File: src/rtl/tps_pkg.sv
package tps_pkg;

  typedef enum logic [1:0] {
    PM_GUARD   = 2'd0,
    PM_LAZY    = 2'd1,
    PM_HOME    = 2'd2,
    PM_GUARD_B = 2'd3
  } park_mode_e;

  // distance in shift steps between two positions on the track
  function automatic int unsigned way_gap(int unsigned a, int unsigned b);
    return (a > b) ? (a - b) : (b - a);
  endfunction

  // recency rank of one line after an access with the given old rank of the touched line
  function automatic int unsigned rank_after(int unsigned cur, int unsigned touched_old,
                                             bit is_touched, int unsigned top);
    if (is_touched)            return top;
    else if (cur > touched_old) return cur - 1;
    else                       return cur;
  endfunction

endpackage

File: src/rtl/tps_meta_store.sv
module tps_meta_store #(
  parameter int NWAYS = 8,
  parameter int LVL_W = 2,
  parameter int WAY_W = 3
) (
  input  logic                          clk,
  input  logic                          rst_n,
  input  logic                          we_i,
  input  logic [WAY_W-1:0]              way_i,
  input  logic                          valid_i,
  input  logic [LVL_W-1:0]              level_i,
  output logic [NWAYS-1:0]              valid_o,
  output logic [NWAYS-1:0][LVL_W-1:0]   level_o
);

  logic [NWAYS-1:0] hit_w;

  for (genvar g = 0; g < NWAYS; g++) begin : g_line
    assign hit_w[g] = we_i && (way_i == WAY_W'(g));
    always_ff @(posedge clk) begin
      if (!rst_n) begin
        valid_o[g] <= 1'b0;
        level_o[g] <= '0;
      end else if (hit_w[g]) begin
        valid_o[g] <= valid_i;
        level_o[g] <= level_i;
      end
    end
  end

  AST_META_STORED: assert property (@(posedge clk) disable iff (!rst_n)
    we_i |=> (valid_o[$past(way_i)] == $past(valid_i)) && (level_o[$past(way_i)] == $past(level_i)));

  AST_META_ONEHOT: assert property (@(posedge clk) disable iff (!rst_n)
    $onehot0(hit_w));

endmodule

File: src/rtl/tps_rank_keeper.sv
module tps_rank_keeper
  import tps_pkg::*;
#(
  parameter int NWAYS = 8,
  parameter int WAY_W = 3
) (
  input  logic                          clk,
  input  logic                          rst_n,
  input  logic                          touch_i,
  input  logic [WAY_W-1:0]              touch_way_i,
  output logic [NWAYS-1:0][WAY_W-1:0]   rank_o,
  output logic [NWAYS-1:0][WAY_W-1:0]   rank_nxt_o
);

  localparam logic [WAY_W-1:0] TOP_RANK = WAY_W'(NWAYS - 1);

  logic [NWAYS-1:0][WAY_W-1:0] rank_q;
  logic [WAY_W-1:0]            touched_old_w;

  assign touched_old_w = rank_q[touch_way_i];

  for (genvar g = 0; g < NWAYS; g++) begin : g_rank
    always_comb begin
      if (touch_i)
        rank_nxt_o[g] = WAY_W'(rank_after(32'(rank_q[g]), 32'(touched_old_w),
                                          touch_way_i == WAY_W'(g), 32'(TOP_RANK)));
      else
        rank_nxt_o[g] = rank_q[g];
    end

    always_ff @(posedge clk) begin
      if (!rst_n) rank_q[g] <= WAY_W'(g);
      else        rank_q[g] <= rank_nxt_o[g];
    end
  end

  assign rank_o = rank_q;

  // every rank value is held by exactly one way
  for (genvar v = 0; v < NWAYS; v++) begin : g_perm
    logic [NWAYS-1:0] holder_w;
    for (genvar i = 0; i < NWAYS; i++) begin : g_cmp
      assign holder_w[i] = (rank_q[i] == WAY_W'(v));
    end
    AST_RANK_UNIQUE: assert property (@(posedge clk) disable iff (!rst_n)
      $countones(holder_w) == 1);
  end

  AST_TOUCH_TOP: assert property (@(posedge clk) disable iff (!rst_n)
    touch_i |=> rank_q[$past(touch_way_i)] == TOP_RANK);

  AST_IDLE_STABLE: assert property (@(posedge clk) disable iff (!rst_n)
    !touch_i |=> $stable(rank_q));

endmodule

File: src/rtl/tps_park_pick.sv
module tps_park_pick #(
  parameter int NWAYS = 8,
  parameter int LVL_W = 2,
  parameter int WAY_W = 3
) (
  input  logic                          clk,
  input  logic                          rst_n,
  input  logic [NWAYS-1:0]              valid_i,
  input  logic [NWAYS-1:0][LVL_W-1:0]   level_i,
  input  logic [NWAYS-1:0][WAY_W-1:0]   rank_i,
  output logic [WAY_W-1:0]              pick_way_o,
  output logic                          any_valid_o
);

  logic [LVL_W-1:0] floor_lvl_w;
  logic [NWAYS-1:0] cand_w;
  logic [WAY_W-1:0] best_rank_w;
  logic             found_w;

  // lowest level present among valid lines
  always_comb begin
    floor_lvl_w = '1;
    for (int i = 0; i < NWAYS; i++) begin
      if (valid_i[i] && (level_i[i] < floor_lvl_w)) floor_lvl_w = level_i[i];
    end
  end

  for (genvar g = 0; g < NWAYS; g++) begin : g_cand
    assign cand_w[g] = valid_i[g] && (level_i[g] == floor_lvl_w);
  end

  // most recent candidate
  always_comb begin
    pick_way_o  = '0;
    best_rank_w = '0;
    found_w     = 1'b0;
    for (int i = 0; i < NWAYS; i++) begin
      if (cand_w[i] && (!found_w || (rank_i[i] > best_rank_w))) begin
        found_w     = 1'b1;
        best_rank_w = rank_i[i];
        pick_way_o  = WAY_W'(i);
      end
    end
  end

  assign any_valid_o = |valid_i;

  AST_PICK_IS_VALID: assert property (@(posedge clk) disable iff (!rst_n)
    any_valid_o |-> valid_i[pick_way_o]);

  AST_EMPTY_TO_ZERO: assert property (@(posedge clk) disable iff (!rst_n)
    !any_valid_o |-> (pick_way_o == '0));

  AST_PICK_FLOOR: assert property (@(posedge clk) disable iff (!rst_n)
    any_valid_o |-> (level_i[pick_way_o] == floor_lvl_w));

endmodule

File: src/rtl/track_park_sel.sv
module track_park_sel
  import tps_pkg::*;
#(
  parameter int NWAYS = 8,
  parameter int LVL_W = 2,
  localparam int WAY_W = $clog2(NWAYS)
) (
  input  logic             clk,
  input  logic             rst_n,
  input  logic [1:0]       mode_i,
  input  logic [WAY_W-1:0] home_way_i,
  input  logic             meta_we_i,
  input  logic [WAY_W-1:0] meta_way_i,
  input  logic             meta_valid_i,
  input  logic [LVL_W-1:0] meta_level_i,
  input  logic             acc_done_i,
  input  logic [WAY_W-1:0] acc_way_i,
  input  logic             park_ack_i,
  output logic             park_req_o,
  output logic [WAY_W-1:0] park_way_o,
  output logic [WAY_W-1:0] park_shift_o,
  output logic [WAY_W-1:0] head_way_o
);

  logic [NWAYS-1:0]            valid_w;
  logic [NWAYS-1:0][LVL_W-1:0] level_w;
  logic [NWAYS-1:0][WAY_W-1:0] rank_w;
  logic [NWAYS-1:0][WAY_W-1:0] rank_nxt_w;
  logic [WAY_W-1:0]            guard_way_w;
  logic                        any_valid_w;
  logic [WAY_W-1:0]            target_w;
  logic                        issue_w;
  logic                        park_fire_w;
  park_mode_e                  mode_w;

  logic             req_q;
  logic [WAY_W-1:0] pway_q;
  logic [WAY_W-1:0] pshift_q;
  logic [WAY_W-1:0] head_q;

  assign mode_w = park_mode_e'(mode_i);

  tps_meta_store #(.NWAYS(NWAYS), .LVL_W(LVL_W), .WAY_W(WAY_W)) i_meta (
    .clk(clk), .rst_n(rst_n), .we_i(meta_we_i), .way_i(meta_way_i),
    .valid_i(meta_valid_i), .level_i(meta_level_i),
    .valid_o(valid_w), .level_o(level_w)
  );

  tps_rank_keeper #(.NWAYS(NWAYS), .WAY_W(WAY_W)) i_rank (
    .clk(clk), .rst_n(rst_n), .touch_i(acc_done_i), .touch_way_i(acc_way_i),
    .rank_o(rank_w), .rank_nxt_o(rank_nxt_w)
  );

  // selection sees the ranks as they stand after this access
  tps_park_pick #(.NWAYS(NWAYS), .LVL_W(LVL_W), .WAY_W(WAY_W)) i_pick (
    .clk(clk), .rst_n(rst_n), .valid_i(valid_w), .level_i(level_w),
    .rank_i(rank_nxt_w), .pick_way_o(guard_way_w), .any_valid_o(any_valid_w)
  );

  always_comb begin
    unique case (mode_w)
      PM_LAZY: target_w = acc_way_i;
      PM_HOME: target_w = home_way_i;
      default: target_w = guard_way_w;
    endcase
  end

  assign issue_w     = acc_done_i && (mode_w != PM_LAZY);
  assign park_fire_w = req_q && park_ack_i && !acc_done_i;

  always_ff @(posedge clk) begin
    if (!rst_n) begin
      req_q    <= 1'b0;
      pway_q   <= '0;
      pshift_q <= '0;
      head_q   <= '0;
    end else if (acc_done_i) begin
      head_q <= acc_way_i;
      req_q  <= issue_w;
      if (issue_w) begin
        pway_q   <= target_w;
        pshift_q <= WAY_W'(way_gap(32'(acc_way_i), 32'(target_w)));
      end
    end else if (park_fire_w) begin
      head_q <= pway_q;
      req_q  <= 1'b0;
    end
  end

  assign park_req_o   = req_q;
  assign park_way_o   = pway_q;
  assign park_shift_o = pshift_q;
  assign head_way_o   = head_q;

  AST_REQ_FOLLOWS_DONE: assert property (@(posedge clk) disable iff (!rst_n)
    (acc_done_i && (mode_i != 2'd1)) |=> park_req_o);

  AST_LAZY_NO_REQ: assert property (@(posedge clk) disable iff (!rst_n)
    (acc_done_i && (mode_i == 2'd1)) |=> (!park_req_o && (head_way_o == $past(acc_way_i))));

  AST_HOME_TARGET: assert property (@(posedge clk) disable iff (!rst_n)
    (acc_done_i && (mode_i == 2'd2)) |=> (park_way_o == $past(home_way_i)));

  AST_SHIFT_SPAN: assert property (@(posedge clk) disable iff (!rst_n)
    (acc_done_i && (mode_i != 2'd1)) |=>
      (park_shift_o == ((head_way_o > park_way_o) ? (head_way_o - park_way_o)
                                                  : (park_way_o - head_way_o))));

  AST_REQ_HELD: assert property (@(posedge clk) disable iff (!rst_n)
    (park_req_o && !park_ack_i && !acc_done_i) |=>
      (park_req_o && $stable(park_way_o) && $stable(park_shift_o) && $stable(head_way_o)));

  AST_HEAD_ON_ACK: assert property (@(posedge clk) disable iff (!rst_n)
    park_fire_w |=> (!park_req_o && (head_way_o == $past(park_way_o))));

endmodule

File: config.mk
export PLATFORM = sky130hd
export DESIGN_NAME = track_park_sel
export DESIGN_NICKNAME = d
export VERILOG_FILES = /design/src/rtl/tps_pkg.sv /design/src/rtl/tps_meta_store.sv /design/src/rtl/tps_rank_keeper.sv /design/src/rtl/tps_park_pick.sv /design/src/rtl/track_park_sel.sv
export SDC_FILE = /design/constraint.sdc
export NUM_CORES = 1
export LEC_CHECK = 0
export ABC_AREA = 1
export BUFFER_PORTS_ARGS = -buffer_cell sky130_fd_sc_hd__clkbuf_2
export CORE_MARGIN = 2
export CORE_UTILIZATION = 45
export DETAILED_ROUTE_END_ITERATION = 10
export MAX_ROUTING_LAYER = met4
export SYNTH_ARGS = -nofsm -noshare
export SYNTH_HDL_FRONTEND = slang
export SYNTH_SLANG_ARGS = --single-unit
File: constraint.sdc
create_clock -name clk -period 18.1 [get_ports clk]
set_input_delay 1.81 -clock clk [delete_from_list [all_inputs] [get_ports clk]]
set_output_delay 1.81 -clock clk [all_outputs]
set_load 0.02 [all_outputs]
==> results.md <==
- IO Pins: 29
- Initial antenna violation count: 0
- Hold Buf Count CTS: 0
- First-pass GRT wire length: 21200 um
- Worst path most repeated cell: nand2_1
- Total die area: 12100 um2
- CTS Buffer Depth: 2
- Post-synth EDFFs: 0
- Core area: 10900 um2
- Asr flop ratio synth: 0%
- Syn Area/Cell: 6.48 um2
- Startpoint types: input port
- Post-synthesis sequential area ratio: 22.9%
- Post-DRT Antenna Nets: 0
- Drt drc: 0
- Netlist cell types: 39
- Status: completed
- Vias in the first global route: 4648
- Routability cong.: 0.897
- Initial detailed-routing violation count: 293
- GRT Resource Usage Total: 23.4%
- Net Count, Synth: 864
- CP Data Required Time: 18.37 ns
- Hold depth: 2
- # diodes: 0
- Initial Util: 46.5%
- Number of port buffers: 28
- TritonCTS Buffers: 9
- Worst reg2reg path depth: 91
- Arr. time, crit path: 12.75 ns
- Slew @ Worst Pin: 0.701 ns
- Crit Path Max Fanout: 8
- Fin crit period: 12.48 ns
- H-tree levels: 3
- Pre-antenna DRT Iters: 6
- Num rows: 38
- Routed len/inst: 13.6 um
- Worst skew pair latency: 0.37 ns
- Slowest cell on crit path: o32ai_1
- Setup violation total in the final timing report: 0
- Mapped Cells: 781
- Share of post-route cells with drive strength above 1: 12.2%
- Post-CTS Setup Bufs: 0
- Worst-path clk slew: 0.08 ns
- Total of max-cap violations: 0
- Synth warnings: 0
- Max_slew headroom: 53.1%
- WL final: 13000 um
- Die Span Y: 110 um
- Max-slew violations: 0
- Worst min path class: reg -> reg
- Top FF cell, synth: dfxtp_1
- Setup TNS: 0 ns
- Clock Sink Count: 58
- RSZ-0062 raised after global routing: false
- Via Count: 4951
- Leakage power: 2.92 nW
- Root Buffer: clkbuf_8
- Crit path largest cell delay: 0.67 ns
- Cts repair resizes: 0
- Post-synthesis cell area: 5060 um2
- Fin crit share: 68.9%
- Final worst clock skew: 0.0161 ns
- Peak supply drop: 0.0478 mV
- Pwr Density: 86.7 nW/um2
- Final Cell Area: 5590 um2
- Number of nets in the layout: 897
- Layout area overhead: 10.4%
- Critical Path End Type: register
- Die width: 110 um
- Pin count of the biggest net entering global routing: 55
- Fin. Hold Viols: 0
- Area post-placement: 5370 um2
- Max Clock Freq: 80.2 MHz
- Post-DP HPWL: 10400 um
- Via/cell ratio: 5.16
- Gr ovfl total: 0
- FF+latch count, synth: 58
- TritonCTS clock tree: done
- Kind of critical path: in -> reg
[critical path, delay by kind of cell]
kind / cells / cell delay, ns
AOI/OAI and AO/OA: 22 / 3.68
xor gates and xnor gates: 1 / 0.14
adders and majority gates: 9 / 2.62
buffers and inverters: 10 / 1.08
and+or+nand+nor: 38 / 3.41
[where the power goes]
group          total, mW  leakage [nW]  switching, mW  internal [mW]
clock network      0.138         0.109         0.0570         0.0808
registers          0.152         0.475         0.0109          0.141
logic              0.195          2.34          0.124         0.0709
[worst paths after layout]
path,startpoint,to,slack (ns)
hold reg to reg,i_meta.valid_o[7]$_SDFFE_PN0P_,i_meta.valid_o[7]$_SDFFE_PN0P_,0.48
setup / recovery,acc_way_i[1],park_shift_o[2]$_SDFFE_PN0P_,5.62
hold / removal,i_meta.valid_o[7]$_SDFFE_PN0P_,i_meta.valid_o[7]$_SDFFE_PN0P_,0.48
setup reg to reg,i_meta.level_o[1]$_SDFFE_PN0P_,park_shift_o[2]$_SDFFE_PN0P_,6.32
[cell usage after synthesis (3+ instances only)]
cell type / n / area (um2)
o211ai_1: 3 / 22.5
a31oi_1: 9 / 56.3
o22ai_1: 3 / 18.8
o21ai_2: 4 / 35.0
ha_1: 62 / 776
xor2_1: 4 / 35.0
nor2_4: 3 / 33.8
nor2_1: 57 / 214
a21oi_1: 49 / 245
nor3_1: 5 / 25.0
inv_2: 5 / 18.8
clkbuf_1: 9 / 33.8
nand3_1: 53 / 265
nand4_1: 5 / 31.3
nand2_1: 189 / 709
nand3_2: 11 / 110
o21ai_1: 3 / 15.0
a32oi_1: 4 / 35.0
and2_1: 3 / 18.8
o2111ai_1: 3 / 26.3
a221o_1: 3 / 30.0
o21ai_0: 62 / 310
nand2_2: 17 / 106
nand2_4: 6 / 67.6
dfxtp_1: 58 / 1160
inv_1: 132 / 495
[metrics by stage]
| stage | cells | power [mW] | hold slack (ns) | worst slack (ns) | util, % |
|---|---|---|---|---|---|
| after floorplan | 781 | 0.297 | 0.445 | 6.70 | - |
| after global placement | 943 | 0.341 | 0.466 | 5.61 | 49.3 |
| after detailed placement | 943 | 0.348 | 0.469 | 5.27 | 49.3 |
| after CTS | 959 | 0.486 | 0.479 | 5.63 | 51.3 |
| after global routing | 959 | 0.525 | 0.496 | 4.35 | 51.3 |
| final | 959 | 0.485 | 0.479 | 5.62 | 51.3 |
[state kept, by name, summed over array words and instances, names as in the netlist]
signal          cells
i_meta.valid_o      8
head_way_o          3
park_req_o          1
park_shift_o        3
i_meta.level_o     16
i_rank.rank_o      24
park_way_o          3
[cell usage in the layout, fill, tap and decap left out, types with 2 or more instances in the layout]
| cell type | synthesis | layout |
|---|---|---|
| o21ai_0 | 62 | 62 |
| nand2_4 | 6 | 6 |
| fa_1 | 2 | 2 |
| a32oi_1 | 4 | 4 |
| or2_2 | 2 | 2 |
| nand2_1 | 189 | 189 |
| nand3_1 | 53 | 53 |
| nand4_1 | 5 | 5 |
| or2_1 | 2 | 2 |
| o21ai_2 | 4 | 4 |
| clkinv_2 | 0 | 2 |
| a221o_1 | 3 | 3 |
| ha_1 | 62 | 62 |
| xor2_1 | 4 | 4 |
| inv_2 | 5 | 5 |
| bufinv_16 | 0 | 2 |
| a21oi_1 | 49 | 49 |
| nand3_2 | 11 | 11 |
| nor2_1 | 57 | 57 |
| clkbuf_2 | 0 | 28 |
| nor3_1 | 5 | 5 |
| inv_1 | 132 | 132 |
| nor2_4 | 3 | 3 |
| a21oi_2 | 2 | 2 |
| clkbuf_8 | 0 | 10 |
| dfxtp_1 | 58 | 58 |
| a31oi_1 | 9 | 9 |
| o21ai_1 | 3 | 3 |
| nand2_2 | 17 | 17 |
| o32ai_1 | 2 | 2 |
| and2_1 | 3 | 3 |
| o2111ai_1 | 3 | 3 |
| o22ai_1 | 3 | 3 |
| o211ai_1 | 3 | 3 |
| buf_4 | 0 | 4 |
| nor2_2 | 2 | 2 |
[layout make-up]
type                            count  area [um2]
Inverter                          138         518
Multi-Input combinational cell    575        3340
Clock inverter                      5        77.6
Fill cell                        1116        5300
Tap cell                          140         175
Timing Repair Buffer               32         170
Sequential cell                    58        1160
Clock buffer                       11         141
[cells by family (layout without fill, tap and decap cells)]
logic type                 Yosys count  in the layout  share of synthesized area [%]
AOI/OAI and AO/OA                  151            151                           17.0
xor gates and xnor gates             4              4                          0.692
adders and majority gates           64             64                           16.1
buffers and inverters              148            186                           11.0
DFF                                 58             58                           22.9
and+or+nand+nor                    356            356                           32.2
[routing by layer]
layer	wire [um]	track usage, %	up-vias
li1	-	-	2618
met4	312	9.31	0
met3	546	3.82	23
met1	6060	28.1	2214
met5	0	-	-
met2	6110	39.2	96
No activity file was read; power rests on OpenSTA's default activity.
